### src/rtl/errclass_pkg.sv
package errclass_pkg;

    typedef enum logic [2:0] {
        ST_IDLE  = 3'd0,
        ST_RUN   = 3'd1,
        ST_DRAIN = 3'd2,
        ST_CHECK = 3'd3,
        ST_DONE  = 3'd4,
        ST_PAUSE = 3'd5
    } ec_state_e;

endpackage

### src/rtl/errclass_issue.sv
module errclass_issue #(
    parameter int N  = 1024,
    parameter int CW = $clog2(N + 1)
) (
    input  logic clk,
    input  logic rst_n,
    input  logic active_i,
    input  logic gnt_i,
    output logic req_o
);
    logic [CW-1:0] sent_d, sent_q;

    always_comb begin
        req_o  = active_i && (sent_q < CW'(N));
        sent_d = sent_q;
        if (!active_i) begin
            sent_d = '0;
        end else if (req_o && gnt_i) begin
            sent_d = sent_q + CW'(1);
        end
    end

    always_ff @(posedge clk) begin
        if (!rst_n) sent_q <= '0;
        else        sent_q <= sent_d;
    end
endmodule

### src/rtl/errclass_judge.sv
module errclass_judge #(
    parameter int N      = 1024,
    parameter int DATA_W = 32,
    parameter int CW     = $clog2(N + 1)
) (
    input  logic              clk,
    input  logic              rst_n,
    input  logic              active_i,
    input  logic              vld_i,
    input  logic [DATA_W-1:0] data_i,
    input  logic [DATA_W-1:0] exp_i,
    output logic              done_o,
    output logic              verdict_o
);
    typedef struct packed {
        logic [CW-1:0]     cnt;
        logic [DATA_W-1:0] first;
        logic              all_differ;
        logic              all_equal;
    } judge_t;

    judge_t j_d, j_q;
    logic              is_first;
    logic [DATA_W-1:0] ref_word;
    logic              differ_n, equal_n;

    always_comb begin
        is_first  = (j_q.cnt == '0);
        ref_word  = is_first ? data_i : j_q.first;
        differ_n  = j_q.all_differ && (data_i != exp_i);
        equal_n   = j_q.all_equal && (data_i == ref_word);
        verdict_o = differ_n && equal_n;
        done_o    = active_i && vld_i && (j_q.cnt == CW'(N - 1));
        j_d       = j_q;
        if (!active_i) begin
            j_d.cnt        = '0;
            j_d.first      = '0;
            j_d.all_differ = 1'b1;
            j_d.all_equal  = 1'b1;
        end else if (vld_i) begin
            j_d.cnt        = j_q.cnt + CW'(1);
            j_d.first      = ref_word;
            j_d.all_differ = differ_n;
            j_d.all_equal  = equal_n;
        end
    end

    always_ff @(posedge clk) begin
        if (!rst_n) begin
            j_q.cnt        <= '0;
            j_q.first      <= '0;
            j_q.all_differ <= 1'b1;
            j_q.all_equal  <= 1'b1;
        end else begin
            j_q <= j_d;
        end
    end
endmodule

### src/rtl/errclass_ctrl.sv
module errclass_ctrl
    import errclass_pkg::*;
#(
    parameter int ADDR_W      = 32,
    parameter int DATA_W      = 32,
    parameter int CHECK_READS = 1024
) (
    input  logic              clk,
    input  logic              rst_n,
    input  logic              chk_en_i,
    input  logic              stop_mode_i,
    input  logic              pause_i,
    input  logic              restart_i,
    input  logic              continue_i,
    input  logic              cmp_err_i,
    input  logic [ADDR_W-1:0] cmp_addr_i,
    input  logic [DATA_W-1:0] cmp_exp_i,
    input  logic              traffic_idle_i,
    output logic              traffic_en_o,
    output logic              rd_req_o,
    output logic [ADDR_W-1:0] rd_addr_o,
    input  logic              rd_gnt_i,
    input  logic              rd_vld_i,
    input  logic [DATA_W-1:0] rd_data_i,
    output logic              err_logged_o,
    output logic [ADDR_W-1:0] first_addr_o,
    output logic [DATA_W-1:0] first_exp_o,
    output logic              err_type_o,
    output logic              err_type_vld_o,
    output logic [2:0]        state_o
);
    localparam int CW = $clog2(CHECK_READS + 1);

    typedef struct packed {
        ec_state_e         st;
        logic              logged;
        logic [ADDR_W-1:0] addr;
        logic [DATA_W-1:0] exp;
        logic              etype;
        logic              tvld;
    } ctrl_t;

    ctrl_t c_d, c_q;
    logic  check_active;
    logic  judge_done, judge_verdict;

    assign check_active = (c_q.st == ST_CHECK);

    errclass_issue #(.N(CHECK_READS), .CW(CW)) i_issue (
        .clk      (clk),
        .rst_n    (rst_n),
        .active_i (check_active),
        .gnt_i    (rd_gnt_i),
        .req_o    (rd_req_o)
    );

    errclass_judge #(.N(CHECK_READS), .DATA_W(DATA_W), .CW(CW)) i_judge (
        .clk       (clk),
        .rst_n     (rst_n),
        .active_i  (check_active),
        .vld_i     (rd_vld_i),
        .data_i    (rd_data_i),
        .exp_i     (c_q.exp),
        .done_o    (judge_done),
        .verdict_o (judge_verdict)
    );

    always_comb begin
        c_d = c_q;
        unique case (c_q.st)
            ST_IDLE: begin
                if (!pause_i) c_d.st = ST_RUN;
            end
            ST_RUN: begin
                if (pause_i) begin
                    c_d.st = ST_PAUSE;
                end else if (cmp_err_i && chk_en_i && !c_q.logged) begin
                    c_d.logged = 1'b1;
                    c_d.addr   = cmp_addr_i;
                    c_d.exp    = cmp_exp_i;
                    if (stop_mode_i) c_d.st = ST_DRAIN;
                end
            end
            ST_DRAIN: begin
                if (traffic_idle_i) c_d.st = ST_CHECK;
            end
            ST_CHECK: begin
                if (judge_done) begin
                    c_d.st    = ST_DONE;
                    c_d.etype = judge_verdict;
                    c_d.tvld  = 1'b1;
                end
            end
            ST_DONE: begin
                if (restart_i) begin
                    c_d.st     = ST_IDLE;
                    c_d.logged = 1'b0;
                    c_d.addr   = '0;
                    c_d.exp    = '0;
                    c_d.etype  = 1'b0;
                    c_d.tvld   = 1'b0;
                end else if (continue_i) begin
                    c_d.st = ST_RUN;
                end
            end
            ST_PAUSE: begin
                if (restart_i) begin
                    c_d.st     = ST_IDLE;
                    c_d.logged = 1'b0;
                    c_d.addr   = '0;
                    c_d.exp    = '0;
                    c_d.etype  = 1'b0;
                    c_d.tvld   = 1'b0;
                end else if (!pause_i) begin
                    c_d.st = ST_RUN;
                end
            end
            default: c_d.st = ST_IDLE;
        endcase
    end

    always_ff @(posedge clk) begin
        if (!rst_n) begin
            c_q.st     <= ST_IDLE;
            c_q.logged <= 1'b0;
            c_q.addr   <= '0;
            c_q.exp    <= '0;
            c_q.etype  <= 1'b0;
            c_q.tvld   <= 1'b0;
        end else begin
            c_q <= c_d;
        end
    end

    assign traffic_en_o   = (c_q.st == ST_RUN);
    assign rd_addr_o      = c_q.addr;
    assign err_logged_o   = c_q.logged;
    assign first_addr_o   = c_q.addr;
    assign first_exp_o    = c_q.exp;
    assign err_type_o     = c_q.etype;
    assign err_type_vld_o = c_q.tvld;
    assign state_o        = c_q.st;
endmodule

### config.mk
export PLATFORM = sky130hd
export DESIGN_NAME = errclass_ctrl
export DESIGN_NICKNAME = d
export VERILOG_FILES = /design/src/rtl/errclass_pkg.sv /design/src/rtl/errclass_issue.sv /design/src/rtl/errclass_judge.sv /design/src/rtl/errclass_ctrl.sv
export SDC_FILE = /design/constraint.sdc
export NUM_CORES = 1
export LEC_CHECK = 0
export BUFFER_PORTS_ARGS = -buffer_cell sky130_fd_sc_hd__buf_2
export CAP_MARGIN = 5
export CORE_UTILIZATION = 54
export DETAILED_ROUTE_END_ITERATION = 10
export PLACE_DENSITY = 0.92
export SLEW_MARGIN = 40
export SYNTH_ARGS = -nofsm -noshare
export SYNTH_HDL_FRONTEND = slang
export SYNTH_SLANG_ARGS = --single-unit
export TNS_END_PERCENT = 30
### constraint.sdc
create_clock -name clk -period 4.7 [get_ports clk]
set_input_delay 1.175 -clock clk [delete_from_list [all_inputs] [get_ports clk]]
set_output_delay 1.175 -clock clk [all_outputs]
set_load 0.02 [all_outputs]
* After elaboration in Yosys (flattened, before gate mapping)
Cells that the tools add are included.
** Storage, ports and cells
- Flip-flop bits (word level) :: 126
- Latch bits :: 0
- RAM bits :: 0
- ROM bits :: 0
- Bits of input ports :: 107
- Output and inout port bits :: 104
- Word-level logic and storage cells :: 65
- Memories kept :: 0
** Cells by class
- Add/subtract/negate cells :: 2
- Multipliers :: 0
- Div/mod/pow operators :: 0
- Magnitude comparators :: 1
- Equality and inequality tests :: 16
- Shift-type cells :: 0
- Mux-type cells :: 16
- Bitwise logic cells :: 0
- Reductions and logical operators :: 19
** Operators by type and width (count)
- 65-bit case mux with 2 select lines :: 1
- 68-bit 2-to-1 mux :: 1
- 67-bit 2-to-1 mux :: 1
- 65-bit 2-to-1 mux :: 1
- 32-bit equality test :: 1
- 32-bit 2-to-1 mux :: 1
- 32-bit != test :: 1
- 3-bit 2-to-1 mux :: 8
- 11-bit by 1-bit adder with 11-bit output (second input constant) :: 2
- 3-bit case mux with 6 select lines :: 1
- 11-bit by 10-bit equality test with 1-bit output (second input constant) :: 1
- 11-bit zero test :: 1
- 11-bit < comparator (second input constant) :: 1
- 1-bit logical AND :: 9
- 3-bit by 2-bit equality test with 1-bit output (second input constant) :: 2
- 3-bit equality test (second input constant) :: 2
- 2-bit by 1-bit != test with 1-bit output (second input constant) :: 3
- 3-bit != test (second input constant) :: 2
- 5-bit AND reduction :: 1
- 2-bit != test (second input constant) :: 2
- 2-bit case mux with 2 select lines :: 1
- 4-bit AND reduction :: 1
- 2-bit nonzero test :: 2
- 3-bit by 1-bit equality test with 1-bit output (second input constant) :: 1
- 7 further kinds :: 7

* Longest topological paths before layout
- Depth in word-level cells :: 7
- Gate-level depth with buffers :: 7
- Mapped depth without buffers :: 6

* Hierarchy
From an unflattened synthesis, not the netlist that was laid out.
** Unflattened totals
- Cells, all modules :: 695
- Area, all modules :: 6231.0 µm²
** Modules (own cells, without submodules)
- errclass_ctrl :: instances 1, cells an instance 364, area each 3201.8 µm², seq. area each 1401.3 µm²
- errclass_judge :: instances 1, cells an instance 274, area each 2493.6 µm², seq. area each 900.9 µm²
- errclass_issue :: instances 1, cells an instance 57, area each 535.5 µm², seq. area each 220.2 µm²

* Least setup slack after synthesis
OpenSTA, ideal clock, no wires.
- Path kind :: input port to flip-flop
- Start point :: input rd_vld_i
- End point :: register c_q (netlist bit err_type_o)
- Library setup time :: 0.084 ns
- Data arrival time :: 2.238 ns
- Required time :: 4.616 ns
- Setup slack :: 2.378 ns
- Stages on the path :: 5
- Buffers on the path :: 1
- Cell sequence :: buf_4 > and4_1 > nand4_2 > or3_4 > o31ai_2
** Between the ends
- Cells in the longest elaborated chain, start to end :: 4
** RTL lines
- start: declaration :: RTL line errclass_ctrl.sv:23 : input logic rd_vld_i,
- 1-bit logical AND (2 in a row) :: RTL line errclass_judge.sv:33 : done_o = active_i && vld_i && (j_q.cnt == CW'(N - 1));
- 2-bit by 1-bit != test with 1-bit output (no line)
- 3-bit AND reduction (no line)
- end: declaration :: RTL line errclass_ctrl.sv:43 : ctrl_t c_d, c_q;
No other way between the ends.
A chain may end at the register's enable or synchronous reset.

* Worst setup path in the final report
- Start point :: register c_q (netlist bit state_o[1])
- End point :: output rd_req_o
** Between the ends
- Cells in the longest elaborated chain, start to end :: 2
** RTL lines
- 3-bit by 2-bit equality test with 1-bit output :: RTL line errclass_ctrl.sv:47 : assign check_active = (c_q.st == ST_CHECK);
- 1-bit logical AND :: RTL line errclass_issue.sv:14 : req_o = active_i && (sent_q < CW'(N));
- end: declaration :: RTL line errclass_ctrl.sv:20 : output logic rd_req_o,
No other way between the ends.

==> run metrics <==
clock latency on the worst-skew pair 0.51 ns; global-route wire length before repair 24.2 mm; Clk Tree Root Cell clkbuf_8; largest net degree at the start of global routing between 60 and 70; Syn Area/Cell ~9 sq um; GRT busiest layer met2; peak supply drop 0.000216 V; R2R depth 5; area of the multi-input gates 0.00310 sq mm; CTS Hold Bufs 0; post-route DRC violation count 0; Int Pwr 1.97 mW; antenna violations before repair 0; Nets 956; Post-synth EDFFs 0; Post-Route Setup TNS 0 ns; GPL Wtd Cong 0.805; Filler Cell Count between 800 and 900; Psw 611 uW; drt total wl 15.5 mm; sequential fraction of the synthesis area 41.7%; WL/cell roughly 15 um; final core utilization ~69%; post-CTS sizing 0; CP Data Required Time 3.52 ns; Worst Path Buf+Inv 1; MaxCap Viol Count 0; Sink Count 126; GRT overflow 0; Routed Antenna Nets 0; Vias 5475; CP max-delay cell dfxtp_1; syn_nets just under 800; final hold vios 0; Final Cycle Share between 60 and 70%; I/O Buffers 210; crit path kind reg -> out; distinct cell type count after synthesis 49; Cell Area, Synth 0.00605 sq mm; met3 Track Usage GR about 6.4%; logic gate share of total power 7.8%; Clk pin slew, worst setup/hold paths about 0.060 ns; # IOs 211; core area 0.0109 sq mm; met1 Resource Use GR about a third; Clock Skew 0.0133 ns; Clock Power Share 50.1%; crit path max fanout 13; FF/Latch Area between 0.002 and 0.003 sq mm; cell depth of the worst setup path 2; Rows 38; Switching Fraction 23.7%; min Tclk post-route roughly 2.9 ns; Synth async-reset ratio 0%; post-CTS setup buffers 0; final hold slack 0.454 ns; Iter 0 DRT Violations 410; dpl cell area a little under 0.007 sq mm; HPWL Detailed roughly 11 mm; commonest non-fill, non-tap cell in the layout buf_2; Gate Count Post-Synth 684; GR Util met2 45.4%; ys flop type dfxtp_1; Initial DRT Pass Iterations 6; die area 0.0116 sq mm; slew margin rel. 52.3%; fmax 348 MHz; Initial Util about 56%; share of post-route cells with drive strength above 1 between 30% and 40%; Final Slew Violations 0; crit-path max cell delay around 0.62 ns; hold path depth 2; Synth Register Bits 126; PnR worst setup slack 1.83 ns; status finished clean; GRT Resource Usage Total 26.8%; CTS tree built; crit-path leading delay family flip-flops; Critical Path, Cell by Cell and4bb_2 > buf_2; Via-to-Cell Ratio 5.49; H-tree depth 4; worst hold path class reg -> reg; Longest Clk Path Bufs 2; crit path DAT approximately 1.7 ns; Worst setup SP type flip-flop; Tightest Pin Transition 0.716 ns; TritonCTS Buffers 17; register share of total power 42.2%; Leakage around 3.3 nW; Synthesis Warnings 0; Die Wd 108 um; area grow syn2layout 24.2%; Die H 108 um; commonest cells after routing, fill and taps aside buf_2, dfxtp_1, nand2_1; final instance area 0.00751 sq mm; Cell Pwr Density about 340 mW/mm^2; vias in the first global route 5085; # diodes 0; unrepaired setup endpoints after global routing false; Critical Path End Type primary output; Post-Place Setup Slack 1.85 ns; final setup violation count 0
cell usage after synthesis, types with 6 or more instances:
cell type / n / area [sq um]
clkbuf_1: 17 / 63.8
dfxtp_1: 126 / 2520
nand2_1: 80 / 300
xnor2_1: 24 / 210
buf_4: 35 / 263
nor2b_1: 11 / 68.8
xor2_1: 46 / 403
a21boi_1: 50 / 375
buf_2: 17 / 85.1
nor4_1: 11 / 68.8
nor2_1: 55 / 206
a21boi_0: 16 / 120
nand4_1: 11 / 68.8
mux2i_1: 33 / 330
inv_1: 10 / 37.5
nand3_1: 71 / 355
a21oi_1: 6 / 30.0
registers in the layout, summed over array words and instances, names as in the netlist:
name,count
i_issue.sent_q,11
first_addr_o,32
err_type_o,1
state_o,3
err_logged_o,1
i_judge.j_q,45
first_exp_o,32
err_type_vld_o,1
tightest hold or removal path, cell delays in order, from the launching register on:
cell      delay [ns]
dfxtp_1         0.31
nand2_1         0.05
a21boi_1        0.05
cells by family (layout without fill, tap and decap cells):
kind of cell	Yosys count	after routing	share of synthesized area [%]
and+or+nand+nor	276	276	22.9
DFF	126	126	41.7
AOI/OAI and AO/OA	92	92	11.3
buffers and inverters	83	257	7.68
xor gates and xnor gates	70	70	10.1
muxes	34	34	5.65
adders and majority gates	3	3	0.621
metal layers:
metal / share of wire [%] / vias up
met3: 6.0 / 32
li1: - / 2627
met1: 42 / 2583
met5: 0 / -
met4: 2.3 / 0
met2: 49 / 233
cell type report:
| type | instances | share of cell area, % |
|---|---|---|
| multi-input cells | 475 | 41.2 |
| flip-flops and latches | 126 | 33.6 |
| repair buffers | 215 | 14.5 |
| clock buffers | 17 | 5.52 |
| well taps | 140 | 2.33 |
| clock inverters | 14 | 2.27 |
| inverters | 11 | 0.550 |
power by group through the flow:
| stage | sequential, mW | clock [mW] | combinational [mW] |
|---|---|---|---|
| after global routing | 1.09 | 1.36 | 0.215 |
| after CTS | 1.09 | 1.30 | 0.200 |
| after global placement | 1.11 | 0 | 0.194 |
| final | 1.09 | 1.29 | 0.201 |
| after floorplan | 1.12 | 0 | 0.107 |
| after detailed placement | 1.11 | 0 | 0.198 |
path summary, 6_finish.rpt:
kind,from,end,slack (ns)
min,err_type_vld_o,err_type_vld_o,0.45
max,state_o[1],rd_req_o,1.83
max reg2reg,state_o[1],first_exp_o[0],2.70
min reg2reg,err_type_vld_o,err_type_vld_o,0.45
through the flow:
step	power [mW]	cells
after floorplan	1.22	684
after global placement	1.31	967
after detailed placement	1.31	967
after CTS	2.59	998
after global routing	2.67	998
final	2.58	998
(Power assumes the default switching activity.)
